==> src/rtl/rlp_pkg.sv <==
package rlp_pkg;
   // Check whether a latency code falls inside the supported range.
   function automatic logic lat_legal(input int code, input int lo, input int hi);
      return (code >= lo) && (code <= hi);
   endfunction
endpackage

==> src/rtl/rlp_lat_cfg.sv <==
module rlp_lat_cfg #(
   parameter int LAT_W   = 3,
   parameter int LAT_MIN = 2,
   parameter int LAT_MAX = 3,
   parameter int LAT_RST = 3
) (
   input  logic             clk,
   input  logic             rst_n,
   input  logic             load,
   input  logic [LAT_W-1:0] field,
   output logic [LAT_W-1:0] lat
);
   if (LAT_MIN < 1 || LAT_MAX < LAT_MIN || LAT_RST < LAT_MIN || LAT_RST > LAT_MAX
       || LAT_MAX >= (1 << LAT_W)) begin : g_bad_cfg
      $error("rlp_lat_cfg: latency range does not fit");
   end

   logic take;
   assign take = load && rlp_pkg::lat_legal(int'(field), LAT_MIN, LAT_MAX);

   always_ff @(posedge clk) begin
      if (!rst_n)    lat <= LAT_W'(LAT_RST);
      else if (take) lat <= field;
   end


   lat_legal_chk: assert property (@(posedge clk) disable iff (!rst_n)
      rlp_pkg::lat_legal(int'(lat), LAT_MIN, LAT_MAX));

   bad_load_keep_chk: assert property (@(posedge clk) disable iff (!rst_n)
      (load && !rlp_pkg::lat_legal(int'(field), LAT_MIN, LAT_MAX)) |=> $stable(lat));
endmodule

==> src/rtl/rlp_burst_gate.sv <==
module rlp_burst_gate (
   input  logic clk,
   input  logic rst_n,
   input  logic rd_vld,
   input  logic rd_first,
   input  logic pre_evt,
   input  logic stop_evt,
   output logic accept
);
   logic blk;

   assign accept = rd_vld && !pre_evt && !stop_evt && (!blk || rd_first);

   always_ff @(posedge clk) begin
      if (!rst_n)                  blk <= 1'b0;
      else if (pre_evt || stop_evt) blk <= 1'b1;
      else if (accept && rd_first)  blk <= 1'b0;
   end
endmodule

==> src/rtl/rlp_data_pipe.sv <==
module rlp_data_pipe #(
   parameter int DATA_W = 32,
   parameter int LAT_W  = 3,
   parameter int DEPTH  = 3
) (
   input  logic              clk,
   input  logic              rst_n,
   input  logic              ins,
   input  logic [DATA_W-1:0] ins_data,
   input  logic [LAT_W-1:0]  lat,
   input  logic              stop,
   output logic              out_vld,
   output logic [DATA_W-1:0] out_data
);
   localparam int IDX_W = $clog2(DEPTH + 1);

   logic [DEPTH:1]    vld, live, nvld;
   logic [DATA_W-1:0] dat  [1:DEPTH];
   logic [DATA_W-1:0] ndat [1:DEPTH];
   logic [IDX_W-1:0]  ins_idx, prev_idx;
   logic              prev_ins, ins_ok;

   // A new word enters at the stage whose distance to the output equals its latency.
   assign ins_idx = IDX_W'(DEPTH + 1 - int'(lat));

   always_comb begin
      live = vld;
      if (stop && prev_ins) live[prev_idx] = 1'b0;
      nvld   = '0;
      ndat   = dat;
      ins_ok = 1'b0;
      if (ins && int'(ins_idx) == 1) begin
         nvld[1] = 1'b1;
         ndat[1] = ins_data;
         ins_ok  = 1'b1;
      end
      for (int i = 2; i <= DEPTH; i++) begin
         if (live[i-1]) begin
            nvld[i] = 1'b1;
            ndat[i] = dat[i-1];
         end else if (ins && int'(ins_idx) == i) begin
            nvld[i] = 1'b1;
            ndat[i] = ins_data;
            ins_ok  = 1'b1;
         end
      end
   end

   always_ff @(posedge clk) begin
      if (!rst_n) begin
         vld      <= '0;
         prev_ins <= 1'b0;
         prev_idx <= '0;
      end else begin
         vld      <= nvld;
         prev_ins <= ins_ok;
         prev_idx <= ins_idx;
      end
   end

   always_ff @(posedge clk) begin
      for (int i = 1; i <= DEPTH; i++) dat[i] <= ndat[i];
   end

   assign out_vld  = vld[DEPTH];
   assign out_data = dat[DEPTH];
endmodule

==> src/rtl/rlp_mask_delay.sv <==
module rlp_mask_delay #(
   parameter int LANES    = 4,
   parameter int MASK_LAT = 2
) (
   input  logic             clk,
   input  logic             rst_n,
   input  logic [LANES-1:0] mask_in,
   output logic [LANES-1:0] mask_out
);
   if (MASK_LAT == 0) begin : g_direct
      assign mask_out = mask_in;
   end else begin : g_shift
      logic [LANES-1:0] sh [MASK_LAT];
      always_ff @(posedge clk) begin
         if (!rst_n) begin
            for (int k = 0; k < MASK_LAT; k++) sh[k] <= '0;
         end else begin
            sh[0] <= mask_in;
            for (int k = 1; k < MASK_LAT; k++) sh[k] <= sh[k-1];
         end
      end
      assign mask_out = sh[MASK_LAT-1];
   end
endmodule

==> src/rtl/rd_latency_pipe.sv <==
module rd_latency_pipe #(
   parameter int DATA_W   = 32,
   parameter int LANE_W   = 8,
   parameter int LAT_W    = 3,
   parameter int LAT_MIN  = 2,
   parameter int LAT_MAX  = 3,
   parameter int LAT_RST  = 3,
   parameter int MASK_LAT = 2,
   localparam int LANES   = DATA_W / LANE_W
) (
   input  logic              clk,
   input  logic              rst_n,
   input  logic              cfg_load,
   input  logic [LAT_W-1:0]  cfg_lat,
   input  logic              rd_vld,
   input  logic              rd_first,
   input  logic [DATA_W-1:0] rd_data,
   input  logic [LANES-1:0]  byte_mask,
   input  logic              pre_evt,
   input  logic              stop_evt,
   output logic [DATA_W-1:0] dq_out,
   output logic [LANES-1:0]  dq_oe
);
   if (DATA_W % LANE_W != 0 || LAT_MIN < 2) begin : g_bad_top
      $error("rd_latency_pipe: lane width or minimum latency unsupported");
   end

   logic [LAT_W-1:0]  lat;
   logic              accept, out_vld;
   logic [DATA_W-1:0] out_data;
   logic [LANES-1:0]  mask_d;

   rlp_lat_cfg #(.LAT_W(LAT_W), .LAT_MIN(LAT_MIN), .LAT_MAX(LAT_MAX), .LAT_RST(LAT_RST)) u_cfg (
      .clk(clk), .rst_n(rst_n), .load(cfg_load), .field(cfg_lat), .lat(lat));

   rlp_burst_gate u_gate (
      .clk(clk), .rst_n(rst_n), .rd_vld(rd_vld), .rd_first(rd_first),
      .pre_evt(pre_evt), .stop_evt(stop_evt), .accept(accept));

   rlp_data_pipe #(.DATA_W(DATA_W), .LAT_W(LAT_W), .DEPTH(LAT_MAX)) u_pipe (
      .clk(clk), .rst_n(rst_n), .ins(accept), .ins_data(rd_data), .lat(lat),
      .stop(stop_evt), .out_vld(out_vld), .out_data(out_data));

   rlp_mask_delay #(.LANES(LANES), .MASK_LAT(MASK_LAT)) u_mask (
      .clk(clk), .rst_n(rst_n), .mask_in(byte_mask), .mask_out(mask_d));

   for (genvar g = 0; g < LANES; g++) begin : g_lane
      assign dq_oe[g] = out_vld && !mask_d[g];
      assign dq_out[g*LANE_W +: LANE_W] = dq_oe[g] ? out_data[g*LANE_W +: LANE_W] : '0;
   end

   // Checker state: edges since reset and since the last latency load (saturating).
   logic [1:0] since_rst, quiet;
   always_ff @(posedge clk) begin
      if (!rst_n) begin
         since_rst <= '0;
         quiet     <= 2'd3;
      end else begin
         if (since_rst != 2'd3) since_rst <= since_rst + 2'd1;
         if (cfg_load)          quiet <= '0;
         else if (quiet != 2'd3) quiet <= quiet + 2'd1;
      end
   end


   stop_gap_l2_chk: assert property (@(posedge clk) disable iff (!rst_n)
      (stop_evt && quiet == 2'd3 && lat == LAT_W'(2)) |=> !out_vld);

   stop_gap_l3_chk: assert property (@(posedge clk) disable iff (!rst_n)
      (stop_evt && quiet == 2'd3 && lat == LAT_W'(3)) |=> ##1 !out_vld);

   mask_off_chk: assert property (@(posedge clk) disable iff (!rst_n)
      (since_rst >= 2'd2) |-> ((dq_oe & $past(byte_mask, 2)) == '0));
endmodule

==> config.mk <==
export PLATFORM = sky130hd
export DESIGN_NAME = rd_latency_pipe
export DESIGN_NICKNAME = d
export VERILOG_FILES = /design/src/rtl/rlp_pkg.sv /design/src/rtl/rlp_lat_cfg.sv /design/src/rtl/rlp_burst_gate.sv /design/src/rtl/rlp_data_pipe.sv /design/src/rtl/rlp_mask_delay.sv /design/src/rtl/rd_latency_pipe.sv
export SDC_FILE = /design/constraint.sdc
export NUM_CORES = 1
export LEC_CHECK = 0
export BUFFER_PORTS_ARGS = -buffer_cell sky130_fd_sc_hd__buf_2
export CAP_MARGIN = 20
export CORE_MARGIN = 8
export CORE_UTILIZATION = 40
export DETAILED_ROUTE_END_ITERATION = 8
export PLACE_DENSITY = 0.59
export SKIP_LAST_GASP = 1
export SLEW_MARGIN = 20
export SYNTH_ARGS = -nofsm -noshare
export SYNTH_HDL_FRONTEND = slang
export SYNTH_SLANG_ARGS = --single-unit
==> constraint.sdc <==
create_clock -name clk -period 2.6 [get_ports clk]
set_input_delay 0.13 -clock clk [delete_from_list [all_inputs] [get_ports clk]]
set_output_delay 0.13 -clock clk [all_outputs]
set_load 0.05 [all_outputs]
# Word level (Yosys, flattened, before mapping)

Memories as Yosys holds them, arrays and structs flattened.
Cells that the tools add are included.
W data, S select, Z words.

Register bits after elaboration: 105
Latch bits: 0
Bits in writable memories: 8
Bits in read-only memories: 0
Input port bits: 46
Output and inout bits: 36
Logic and storage cells: 74
Memories: 1

Memories:

| name              | words | bits a word | read ports | clocked after memory_dff | write ports | line                 | source |
|---|---|---|---|---|---|---|---|
| u_mask.g_shift.sh | 2     | 4           | 2          | 0                        | 2           | rlp_mask_delay.sv:13 | `logic [LANES-1:0] sh [MASK_LAT];` |

$add $sub $neg: 1
$mul: 0
Div/mod/pow operators: 0
$lt $le $gt $ge: 4
Eq/ne operators: 3
Shift operators: 0
Multiplexer cells: 26
Bitwise operators: 4
Reduce and logical (&&, ||, !) cells: 27

Operators by type and width:

| operator              | count |
|---|---|
| $mux W32              | 4 |
| $mux W8               | 4 |
| $logic_and A1 B1 Y1   | 15 |
| $mux W1               | 14 |
| $mux W4               | 2 |
| $logic_not A1 Y1      | 7 |
| $reduce_bool A2 Y1    | 3 |
| $eq A2 B2 Y1 const B  | 2 |
| $ge A3 B2 Y1 const B  | 1 |
| $le A3 B2 Y1 const B  | 1 |
| $lt A2 B3 Y1 const B  | 1 |
| $and A2 B2 Y2         | 1 |
| $demux W1 S2          | 1 |
| $eq A2 B1 Y1 const B  | 1 |
| $ge A2 B1 Y1 const B  | 1 |
| $logic_or A1 B1 Y1    | 2 |
| $mux W2               | 1 |
| $not A2 Y2            | 1 |
| $or A1 B1 Y1          | 2 |
| $sub A1 B2 Y2 const A | 1 |

# Depth between registers and ports, before layout

Word-level depth: 10
Mapped depth: 5
Gate-level depth less buffers: 5

# Cells and area by module

Synthesis repeated with hierarchy kept, for this count alone.

Cells, all modules: 300
Area, all modules: 4,949.7 um^2

Modules (own cells, without submodules):

| module          | instances | cells an instance | area an instance (um^2) | seq. area each (um^2) |
|---|---|---|---|---|
| rlp_data_pipe   | 1         | 227               | 4,194.0                 | 3,002.9 |
| rd_latency_pipe | 1         | 39                | 352.8                   | 0.0 |
| rlp_mask_delay  | 1         | 20                | 240.2                   | 160.2 |
| rlp_lat_cfg     | 1         | 9                 | 105.1                   | 60.1 |
| rlp_burst_gate  | 1         | 5                 | 57.6                    | 20.0 |

# Worst setup path before layout

No wires, ideal clock.

Path type: register to register
Start point: register u_pipe.prev_idx[0]
End point: register u_pipe.dat, in the netlist u_pipe.out_data[0], enable pin
Setup time: 389 ps
Arrival: 1,602 ps
Required time: 2,211 ps
Setup slack: 609 ps
Cell stages (with the launch flop): 6
Buffers on the path: 2
Clock period less this slack: 1,991 ps
Path through: dfxtp_1 and4b_1 nand2b_4 buf_6 buf_8 nand2_1

Word-level cells in the longest chain between the ends: 8
Elaborated cells between the ends (all ways): 9
Those cells by class: order compare: 2; mux: 3; bitwise: 2; reduce/logical: 2

RTL lines:

| item                                                                      | line                | source |
|---|---|---|
| start: declaration                                                        | rlp_data_pipe.sv:20 | `logic [IDX_W-1:0] ins_idx, prev_idx;` |
| start signal: assignment                                                  | rlp_data_pipe.sv:57 | `prev_idx <= ins_idx;` |
| $lt A2 B3 Y1 (implied by the code) / $ge A2 B1 Y1 (equally long branches) | rlp_data_pipe.sv:28 | `if (stop && prev_ins) live[prev_idx] = 1'b0;` |
| $logic_and A1 B1 Y1 (implied by the code)                                 | rlp_data_pipe.sv:28 |  |
| $mux W1 (implied by the code)                                             | rlp_data_pipe.sv:28 |  |
| $demux W1 S2 (*)                                                          | n/a                 |  |
| $not A2 Y2 (no line) (*)                                                  | n/a                 |  |
| $and A2 B2 Y2 (no line) (*)                                               | n/a                 |  |
| $mux W2 (*)                                                               | rlp_data_pipe.sv:28 |  |
| $reduce_bool A2 Y1 (no line) (*)                                          | n/a                 |  |
| end: declaration                                                          | rlp_data_pipe.sv:18 | `logic [DATA_W-1:0] dat [1:DEPTH];` |

Mark *: on every way between the ends. The rest lies on a longest branch, timed or not.
A chain may end at the register's enable or synchronous reset.

# Final worst setup path

Start point: register u_cfg.lat[1]
End point: register u_pipe.dat, in the netlist u_pipe.out_data[19], enable pin

Word-level cells in the longest chain between the ends: 4

RTL lines:

| item                         | line                | source |
|---|---|---|
| start: declaration           | rlp_lat_cfg.sv:11   | `output logic [LAT_W-1:0] lat` |
| start signal: assignment     | rlp_lat_cfg.sv:22   | `if (!rst_n) lat <= LAT_W'(LAT_RST);` |
| start signal: assignment     | rlp_lat_cfg.sv:23   | `else if (take) lat <= field;` |
| $sub A1 B2 Y2                | rlp_data_pipe.sv:24 | `assign ins_idx = IDX_W'(DEPTH + 1 - int'(lat));` |
| $eq A2 B1 Y1                 | rlp_data_pipe.sv:41 | `end else if (ins && int'(ins_idx) == i) begin` |
| $logic_and A1 B1 Y1          | rlp_data_pipe.sv:41 |  |
| $reduce_bool A2 Y1 (no line) | n/a                 |  |

Every way passes these cells.

==> results.py <==
metrics = {
    "status": {
        "status": "finished, final reports clean",
    },
    "cells_and_area": {
        "nNetsFinal": 449,
        "syn2layout_area_growth_pct": 31.0,
        "post-route-cell-area_um2": 6300,
        "fill_cells": 959,
        "n_antenna_cell": 0,
        "final_cells": 560,
        "drive_above_1_share_pct": 43.8,
    },
    "placed_design": {
        "io_buffers": 81,
        "placed_cells": 489,
        "dpl.hpwl_um": 5760,
        "gp_congestion": 0.725,
        "place_area_um2": 5310,
    },
    "sta": {
        "hold_viol": 0,
        "whs_ps": 31.3,
        "period_share_pct": 73.8,
        "max_freq_mhz": 521,
        "setup_viol": 0,
        "final_max_slew_viol_count": 0,
        "rsz0062_at_grt": "no",
        "worst_pin_slew_ps": 641,
        "period_needed_ps": 1920,
        "setup_tns_ps": 0,
        "skew_ps": 11.3,
        "timing.slew.headroom_pct": 57.2,
    },
    "routing": {
        "drcViolationCount": 0,
        "routedWlPerCell_um": 15.8,
        "detail-route-antenna-nets": 0,
        "firstDrtPassIters": 4,
        "avgViaCountPerCell": 4.54,
        "drt_iter0_drc": 97,
        "drt_wl_total_um": 8860,
        "num_vias": 2543,
    },
    "logic_synthesis": {
        "netlist_instances": 270,
        "ys_seq_elements": 113,
        "synth_cell_type_count": 27,
        "ys_seq_area_share_pct": 67.0,
        "synthArstFlopShare_pct": 0,
        "synth_most_common_cell": "edfxtp_1",
        "syn-num-nets": 319,
        "synth_area_um2": 4810,
        "yosysWarningCount": 0,
        "synth_common_cells": "edfxtp_1 (96), mux2_4 (56), and2_1 (40)",
        "synth_enable_flop_cells": 96,
        "yosys_most_used_dff": "edfxtp_1",
        "yosys.area.top_type": "edfxtp_1",
        "synth.area.top_cells": "edfxtp_1 (60%), mux2_4 (17%), dfxtp_1 (7.1%)",
        "synth_top_area_share_pct": 60.0,
        "syn_avg_cell_area_um2": 17.8,
    },
    "setup_path": {
        "worstPathMaxFanout": 32,
        "required_ps": 2640,
        "crit_path_end_kind": "register",
        "critPathLaunchType": "register",
        "crit_arrival_ps": 1960,
        "crit_type": "register to register",
    },
    "clock_tree": {
        "cts_tree": "yes",
        "cts_resized": 0,
        "insertion_delay_ps": 400,
        "clock_path_buffers": 2,
        "cts_buffers": 17,
        "root_buffer": "clkbuf_16",
        "cts.htree.levels": 4,
        "cts.sinks": 113,
        "path_clk_slew_ps": 50,
    },
    "die": {
        "die_w_um": 126,
        "design.core.area_um2": 11900,
        "die_h_um": 126,
        "rows": 40,
        "fp.dieArea_um2": 15800,
        "start_util_pct": 40.5,
        "boundaryPins": 82,
    },
    "global_route": {
        "grt_start_max_net_pins": 35,
        "met1_usage_pct": 14.3,
        "use_met3_pct": 3.59,
        "overflow": 0,
        "grt_pass1_wl_um": 14600,
        "use_met2_pct": 18.9,
        "grt_most_used_layer": "met2",
        "grt_pass1_vias": 2806,
        "antenna_found_initial": 0,
        "grt_util_all_layers_pct": 11.8,
    },
    "power": {
        "power_mw": 4.62,
        "vdd_drop_max_mv": 0.331,
        "p_leak_nw": 2.69,
        "power.density_nw_per_um2": 734,
    },
    "flow_run": {
        "max_cap_violations": 0,
    },
    "hold_path": {
        "hold_path_class": "input port to register",
    },
}
## state kept, by name, summed over array words and instances (netlist names)
name,cells
u_mask.g_shift.sh,8
u_gate.blk,1
u_pipe.prev_ins,1
u_pipe.dat,64
u_cfg.lat,2
u_pipe.prev_idx,2
u_pipe.out_data,32
u_pipe.vld,3
## report_power, final
part | switching, mW | internal (mW) | leakage, nW | total [mW]
Combinational | 0.107 | 0.157 | 1.38 | 0.264
Clock | 0.752 | 1.58 | 0.299 | 2.33
Sequential | 0.0108 | 2.02 | 1.01 | 2.03
## cell usage in the layout, fill, tap and decap left out, types with 3 or more instances in the layout
master and count:
clkbuf_16 17, inv_1 6, edfxtp_1 96, bufinv_16 4
clkinv_2 6, ha_1 3, dlygate4sd3_1 39, mux2_2 8
clkinv_1 3, buf_2 81, nor2b_1 4, nor2_1 4
buf_4 3, and2_1 40, nand3_1 3, dfxtp_1 17
mux2_4 56
## per-stage QoR
stage               util [%]  setup slack (ps)
finish                  53.1               682
global route            53.1               517
CTS                     53.1               624
detailed placement      44.7               678
global placement        44.7               709
floorplan                  -               609
## cell type report
cell class	instances	area (um2)	area share [%]
Sequential cell	113	3220	51.2
Clock buffer	18	429	6.82
Tap cell	147	184	2.92
Clock inverter	14	170	2.70
Inverter	6	22.5	0.358
Multi-Input combinational cell	138	1430	22.7
Timing Repair Buffer	124	838	13.3
## final timing paths
check	startpoint	endpoint	slack, ps	cells after the start
max	u_cfg.lat[1]	u_pipe.out_data[19]	680	6
min reg2reg	u_mask.g_shift.sh[0][2]	u_mask.g_shift.sh[0][6]	440	1
max reg2reg	u_cfg.lat[1]	u_pipe.out_data[19]	680	6
min	rd_vld	u_gate.blk	30	2
## layer usage
layer	part of all wire [%]	up-vias
met5	0	-
met4	0.97	0
met3	4.1	8
met2	49	61
met1	46	1217
li1	-	1257
## worst max-delay path, cell delays in order (launching register included)
cell and delay (ps):
dfxtp_1 330, inv_1 90, ha_1 130, nor3b_1 330, nand3_1 180, nand2_2 90, buf_4 400
## what timing repair did
item                                   CTS  global route
setup endpoints to repair                0             0
hold buffers                            39             0
setup buffers                            0             0
endpoints found under the hold margin   38             0
## kinds of logic after synthesis
kind of cell | share of synthesized area, %
simple gates | 8.40
mux | 19.6
fa+ha+maj | 0.781
flops | 67.0
compound gates | 0.885
buf+inv | 3.33
(Power assumes the default switching activity.)
